==> config.mk <==
export PLATFORM = sky130hd
export DESIGN_NAME = dbg_mode_ctrl
export DESIGN_NICKNAME = d
export VERILOG_FILES = /design/src/rtl/dbg_pkg.sv /design/src/rtl/dbg_entry_detect.sv /design/src/rtl/dbg_csr_state.sv /design/src/rtl/dbg_mode_ctrl.sv
export SDC_FILE = /design/constraint.sdc
export NUM_CORES = 1
export LEC_CHECK = 0
export CAP_MARGIN = 20
export CORE_ASPECT_RATIO = 0.6
export CORE_UTILIZATION = 25
export CTS_CLUSTER_SIZE = 24
export DETAILED_ROUTE_END_ITERATION = 8
export GPL_TIMING_DRIVEN = 0
export PLACE_DENSITY = 0.73
export SLEW_MARGIN = 20
export SYNTH_ARGS = -nofsm -noshare
export SYNTH_HDL_FRONTEND = slang
export SYNTH_SLANG_ARGS = --single-unit
==> constraint.sdc <==
create_clock -name clk_i -period 3.9 [get_ports clk_i]
set_input_delay 1.17 -clock clk_i [delete_from_list [all_inputs] [get_ports clk_i]]
set_output_delay 1.17 -clock clk_i [all_outputs]
set_load 0.02 [all_outputs]
==> src/rtl/dbg_pkg.sv <==
package dbg_pkg;
  typedef enum logic [2:0] {
    CAUSE_NONE   = 3'd0,
    CAUSE_EBREAK = 3'd1,
    CAUSE_HALT   = 3'd3,
    CAUSE_STEP   = 3'd4
  } dbg_cause_e;

  localparam logic [1:0] PRIV_U = 2'b00;
  localparam logic [1:0] PRIV_M = 2'b11;
endpackage

==> src/rtl/dbg_entry_detect.sv <==
module dbg_entry_detect
  import dbg_pkg::*;
(
  input  logic       clk_i,
  input  logic       rst_ni,
  input  logic       dbg_mode_i,
  input  logic       ebreak_i,
  input  logic [1:0] priv_i,
  input  logic       ebreakm_i,
  input  logic       ebreaku_i,
  input  logic       halt_req_i,
  input  logic       retire_i,
  input  logic       step_i,
  output logic       enter_o,
  output dbg_cause_e cause_o
);
  logic halt_prev_q, halt_prev_d;
  logic ebr_hit, halt_edge, step_hit;

  // previous-value flop for the halt request edge
  always_comb halt_prev_d = halt_req_i;

  always_ff @(posedge clk_i or negedge rst_ni) begin
    if (!rst_ni) halt_prev_q <= 1'b0;
    else         halt_prev_q <= halt_prev_d;
  end

  always_comb begin
    ebr_hit   = ebreak_i & (((priv_i == PRIV_M) & ebreakm_i) |
                            ((priv_i == PRIV_U) & ebreaku_i));
    halt_edge = halt_req_i & ~halt_prev_q;
    step_hit  = retire_i & step_i;
    enter_o   = ~dbg_mode_i & (ebr_hit | halt_edge | step_hit);
    // fixed priority ebreak > halt > step
    if (ebr_hit)        cause_o = CAUSE_EBREAK;
    else if (halt_edge) cause_o = CAUSE_HALT;
    else if (step_hit)  cause_o = CAUSE_STEP;
    else                cause_o = CAUSE_NONE;
  end

  // a request held high across two cycles cannot by itself cause entry
  a_r2_level_no_entry: assert property (@(posedge clk_i) disable iff (!rst_ni)
    (halt_req_i && halt_prev_q && !ebreak_i && !retire_i) |-> !enter_o);
endmodule

==> src/rtl/dbg_csr_state.sv <==
module dbg_csr_state
  import dbg_pkg::*;
#(
  parameter int XLEN = 32
) (
  input  logic            clk_i,
  input  logic            rst_ni,
  input  logic            enter_i,
  input  logic            leave_i,
  input  dbg_cause_e      cause_i,
  input  logic [XLEN-1:0] save_pc_i,
  input  logic [1:0]      priv_i,
  output logic            dbg_mode_o,
  output logic [XLEN-1:0] dpc_o,
  output logic [2:0]      cause_o,
  output logic [1:0]      prv_o
);
  logic            mode_q, mode_d;
  logic [XLEN-1:0] dpc_q, dpc_d;
  dbg_cause_e      cause_q, cause_d;
  logic [1:0]      prv_q, prv_d;
  logic            cap_en;

  always_comb begin
    cap_en  = enter_i;
    dpc_d   = save_pc_i;
    cause_d = cause_i;
    prv_d   = priv_i;
    if (enter_i)      mode_d = 1'b1;
    else if (leave_i) mode_d = 1'b0;
    else              mode_d = mode_q;
  end

  always_ff @(posedge clk_i or negedge rst_ni) begin
    if (!rst_ni) mode_q <= 1'b0;
    else         mode_q <= mode_d;
  end

  always_ff @(posedge clk_i or negedge rst_ni) begin
    if (!rst_ni) begin
      dpc_q   <= '0;
      cause_q <= CAUSE_NONE;
      prv_q   <= PRIV_M;
    end else if (cap_en) begin
      dpc_q   <= dpc_d;
      cause_q <= cause_d;
      prv_q   <= prv_d;
    end
  end

  assign dbg_mode_o = mode_q;
  assign dpc_o      = dpc_q;
  assign cause_o    = cause_q;
  assign prv_o      = prv_q;

  // captured privilege is the one seen in the entry cycle
  a_r5_prv_capture: assert property (@(posedge clk_i) disable iff (!rst_ni)
    enter_i |=> (prv_o == $past(priv_i)));
  // dpc does not move while debug mode is held
  a_r7_dpc_stable: assert property (@(posedge clk_i) disable iff (!rst_ni)
    mode_q |=> $stable(dpc_o));
endmodule

==> src/rtl/dbg_mode_ctrl.sv <==
module dbg_mode_ctrl
  import dbg_pkg::*;
#(
  parameter int              XLEN     = 32,
  parameter logic [XLEN-1:0] DBG_BASE = 32'h0000_0800
) (
  input  logic            clk_i,
  input  logic            rst_ni,
  input  logic            retire_i,
  input  logic            ebreak_i,
  input  logic            wfi_i,
  input  logic            dret_i,
  input  logic            exc_i,
  input  logic [XLEN-1:0] pc_i,
  input  logic [XLEN-1:0] npc_i,
  input  logic [1:0]      priv_i,
  input  logic            halt_req_i,
  input  logic            ebreakm_i,
  input  logic            ebreaku_i,
  input  logic            step_i,
  input  logic            irq_pending_i,
  output logic            redirect_o,
  output logic [XLEN-1:0] redirect_pc_o,
  output logic            dbg_mode_o,
  output logic [XLEN-1:0] dpc_o,
  output logic [2:0]      cause_o,
  output logic [1:0]      prv_o,
  output logic [1:0]      eff_priv_o,
  output logic            pmp_bypass_o,
  output logic            irq_take_o,
  output logic            illegal_o,
  output logic            sleep_o
);
  localparam logic [XLEN-1:0] EXC_ENTRY = DBG_BASE + XLEN'(4);

  logic            enter, leave, dbg_q;
  dbg_cause_e      ent_cause;
  logic [XLEN-1:0] save_pc;
  logic            sleep_q, sleep_d;

  dbg_entry_detect u_detect (
    .clk_i      (clk_i),
    .rst_ni     (rst_ni),
    .dbg_mode_i (dbg_q),
    .ebreak_i   (ebreak_i),
    .priv_i     (priv_i),
    .ebreakm_i  (ebreakm_i),
    .ebreaku_i  (ebreaku_i),
    .halt_req_i (halt_req_i),
    .retire_i   (retire_i),
    .step_i     (step_i),
    .enter_o    (enter),
    .cause_o    (ent_cause)
  );

  // synchronous ebreak resumes at itself, interrupt-like entries at the next PC
  assign save_pc = (ent_cause == CAUSE_EBREAK) ? pc_i : npc_i;
  assign leave   = dbg_q & dret_i & ~ebreak_i & ~exc_i;

  dbg_csr_state #(.XLEN(XLEN)) u_state (
    .clk_i      (clk_i),
    .rst_ni     (rst_ni),
    .enter_i    (enter),
    .leave_i    (leave),
    .cause_i    (ent_cause),
    .save_pc_i  (save_pc),
    .priv_i     (priv_i),
    .dbg_mode_o (dbg_q),
    .dpc_o      (dpc_o),
    .cause_o    (cause_o),
    .prv_o      (prv_o)
  );

  always_comb begin
    redirect_o    = 1'b0;
    redirect_pc_o = DBG_BASE;
    if (!dbg_q) begin
      redirect_o = enter;
    end else if (ebreak_i) begin
      redirect_o = 1'b1;
    end else if (exc_i) begin
      redirect_o    = 1'b1;
      redirect_pc_o = EXC_ENTRY;
    end else if (dret_i) begin
      redirect_o    = 1'b1;
      redirect_pc_o = dpc_o;
    end
  end

  always_comb begin
    sleep_d = (sleep_q | (wfi_i & ~dbg_q)) & ~(irq_pending_i | halt_req_i) & ~enter;
  end

  always_ff @(posedge clk_i or negedge rst_ni) begin
    if (!rst_ni) sleep_q <= 1'b0;
    else         sleep_q <= sleep_d;
  end

  assign dbg_mode_o   = dbg_q;
  assign sleep_o      = sleep_q;
  assign eff_priv_o   = dbg_q ? PRIV_M : priv_i;
  assign pmp_bypass_o = dbg_q;
  assign irq_take_o   = irq_pending_i & ~dbg_q & ~enter;
  assign illegal_o    = dret_i & ~dbg_q;

  // entry redirects to the park loop and sets the mode flag next cycle
  a_r5_enter_redirect: assert property (@(posedge clk_i) disable iff (!rst_ni)
    enter |-> (redirect_o && redirect_pc_o == DBG_BASE));
  a_r5_enter_mode: assert property (@(posedge clk_i) disable iff (!rst_ni)
    enter |=> dbg_mode_o);
  // a clean dret in debug mode always leaves
  a_r10_dret_leaves: assert property (@(posedge clk_i) disable iff (!rst_ni)
    (dbg_mode_o && dret_i && !ebreak_i && !exc_i) |=> !dbg_mode_o);
  // the core is never asleep in debug mode
  a_r9_no_sleep_dbg: assert property (@(posedge clk_i) disable iff (!rst_ni)
    dbg_mode_o |-> !sleep_o);
endmodule

==> metrics.md <==
| Metric | Value |
|---|---|
| Most common cell after layout, fill and taps aside | clkdlybuf4s50_1 |
| Core Rows | 25 |
| Routability cong. | 0.758 |
| Share of layout cells above drive strength 1 | between 10% and 20% |
| # clock sinks | 40 |
| Initial antenna violation count | 0 |
| Wire length of the first global-routing pass | 11.0 mm |
| Core area | 7980 um^2 |
| Routed WL per cell | roughly 15 um |
| Number of synthesis warnings | 0 |
| Starting density of the core | a little over a quarter |
| Pins over their slew limit | 0 |
| Leakage | 1.62 nW |
| Crit-path max FO | 4 |
| Hold buffer count at cts | 0 |
| Worst Path Arrival | 2630 ps |
| DRT iter0 DRCs | 54 |
| CTS tree | done |
| Total Routing Usage GR | roughly 16% |
| Register area | 1000 um^2 |
| F_max | 0.263 GHz |
| CTS max path bufs | 2 |
| Final ANT Viol Nets | 0 |
| Placed insts | ~480 |
| CTS root buf | clkbuf_16 |
| DR DRC count | 0 |
| Crit path time final | 3800 ps |
| Routed WL | 7.10 mm |
| Status | finished clean |
| Critical path class | input pin to output port |
| Clock skew | 7.17 ps |
| IO buf count | 154 |
| Area occupied by multi-input gates | 1050 um^2 |
| Syn nets | 290 |
| Final Setup Violations | 0 |
| Actual slew at the worst max-slew pin | 536 ps |
| Commonest non-fill, non-tap cells in the layout | clkdlybuf4s50_1, dfrtp_1, nor2_1, a21oi_1, mux2i_1 |
| Detailed placement HPWL | 5.53 mm |
| Final hold vios | 0 |
| Initial DRT Pass Iterations | 4 |
| Die W | 120 um |
| Post-Syn Area | 2090 um^2 |
| #FFs+latches synth | 40 |
| Top Ports | 155 |
| Setup slack, reg-to-reg | around 2100 ps |
| Layout Nets | 457 |
| Layout area overhead | 93.1% |
| MaxCap Viol Count | 0 |
| Clock latency on the worst-skew pair | 270 ps |
| Slew headroom | ~64% |
| Die area | 8750 um^2 |
| ANT cells | 0 |
| Gr ovfl total | 0 |
| Largest net degree at the start of global routing | 22 |
| Post-synth EDFFs | 0 |
| Netlist cell types | 28 |
| Share of the yosys chip area belonging to registers | a little under half |
| Clock Pin Slew Worst Setup and Hold Paths | 60 ps |
| Final Power | 1.91 mW |
| Startpoint types | input pin |
| TritonCTS Buffers | 5 |
| Main flop type after synthesis | dfrtp_1 |
| RSZ-0062 raised after global routing | false |
| Avg Cell Area, Syn | approximately 9.9 um^2 |
| Worst Hold Class | register to register |
| Gate Count Post-Synth | 212 |
| Final period util | a little under 100% |
| H-tree levels | 2 |
| Vias | 2168 |
| Fillers | around 750 |
| Fraction of registers with async set/reset | 100% |
| CP required | 2730 ps |
| Crit end category | output port |
| Power per cell area | 472 nW/um^2 |
| Vias per cell | 4.45 |
| Peak supply drop | 0.249 mV |
| Vias in the first global route | 2161 |
| Die height | 72.9 um |
| Post-Layout Cell Count | 487 |
[worst max-delay path, stage by stage]
cell and delay, ps:
clkdlybuf4s50_1 450, nand4_1 250, nand2_8 90, a2111oi_4 340
and2_1 180, buf_2 160
[per-layer routing]
metal / routed length, um / vias up / track usage, %
met5: 0 / - / 0
met3: 570 / 2 / 4.38
li1: - / 1052 / -
met4: 25 / 0 / 3.33
met1: 3300 / 1019 / 21.9
met2: 3210 / 95 / 27.1
[registers in the layout, indices dropped and copies added (netlist names)]
| signal | cells |
|---|---|
| u_state.dpc_o | 32 |
| u_state.cause_o | 3 |
| u_state.prv_o | 2 |
| sleep_o | 1 |
| u_detect.halt_prev_q | 1 |
| u_state.dbg_mode_o | 1 |
[stage by stage]
stage                     setup WS, ps  instance area, um^2  utilization (%)  setup TNS, ps  hold slack (ps)
after floorplan                    568                 2090                -              0              560
after global placement           -1350                 3770             47.2         -39900              482
after detailed placement          -938                 3800             47.6         -27200              524
after CTS                       -0.378                 4020             50.4         -0.378              536
after global routing              25.8                 4040             50.6              0              546
final                             96.2                 4040             50.6              0              526
[area by class of cell]
class	count	area share, %
Clock inverter	1	0.124
Buffer	15	2.45
Inverter	2	0.186
Tap cell	108	3.35
Sequential cell	40	24.8
Timing Repair Buffer	160	39.8
Multi-Input combinational cell	155	26.0
Clock buffer	6	3.19
[Yosys cell counts, types with 2 or more instances]
master | instances | area, um^2
dfrtp_1 | 38 | 951
nor2_1 | 36 | 135
a21oi_1 | 34 | 170
mux2i_1 | 32 | 320
and2_1 | 31 | 194
buf_4 | 7 | 52.6
buf_2 | 4 | 20.0
clkbuf_1 | 4 | 15.0
dfstp_2 | 2 | 52.6
inv_1 | 2 | 7.51
nor2b_1 | 2 | 12.5
nor4_1 | 2 | 12.5
o21ai_0 | 2 | 10.0
or2_2 | 2 | 12.5
[timing repair]
action,CTS,global route
gates resized for setup,95,13
hold endpoints to repair,0,0
setup buffers,2,3
pin swaps,3,4
setup endpoints to repair,33,31
[worst paths after layout]
check,startpoint,endpoint,cells after the start
max,priv_i[0],irq_take_o,6
min in group asynchronous,rst_ni,sleep_o,1
min reg2reg,u_state.cause_o[0],u_state.cause_o[0],2
max in group asynchronous,rst_ni,u_state.dpc_o[9],2
min,u_state.cause_o[0],u_state.cause_o[0],2
max reg2reg,u_state.dbg_mode_o,u_state.dpc_o[5],5
[logic make-up after synthesis]
| kind of cell | synth area share, % |
|---|---|
| AO/OA/AOI/OAI | 10.9 |
| AND/OR/NAND/NOR | 20.2 |
| flip-flops | 48.0 |
| buffers and inverters | 4.55 |
| multiplexers | 16.4 |
[power breakdown]
part           leakage [nW]  internal [mW]  switching [mW]
registers             0.441          0.560           0.106
clock network        0.0667          0.232           0.150
logic                  1.11          0.442           0.418
total                  1.62           1.23           0.673
Note: power is estimated with default switching activity, not from simulation.
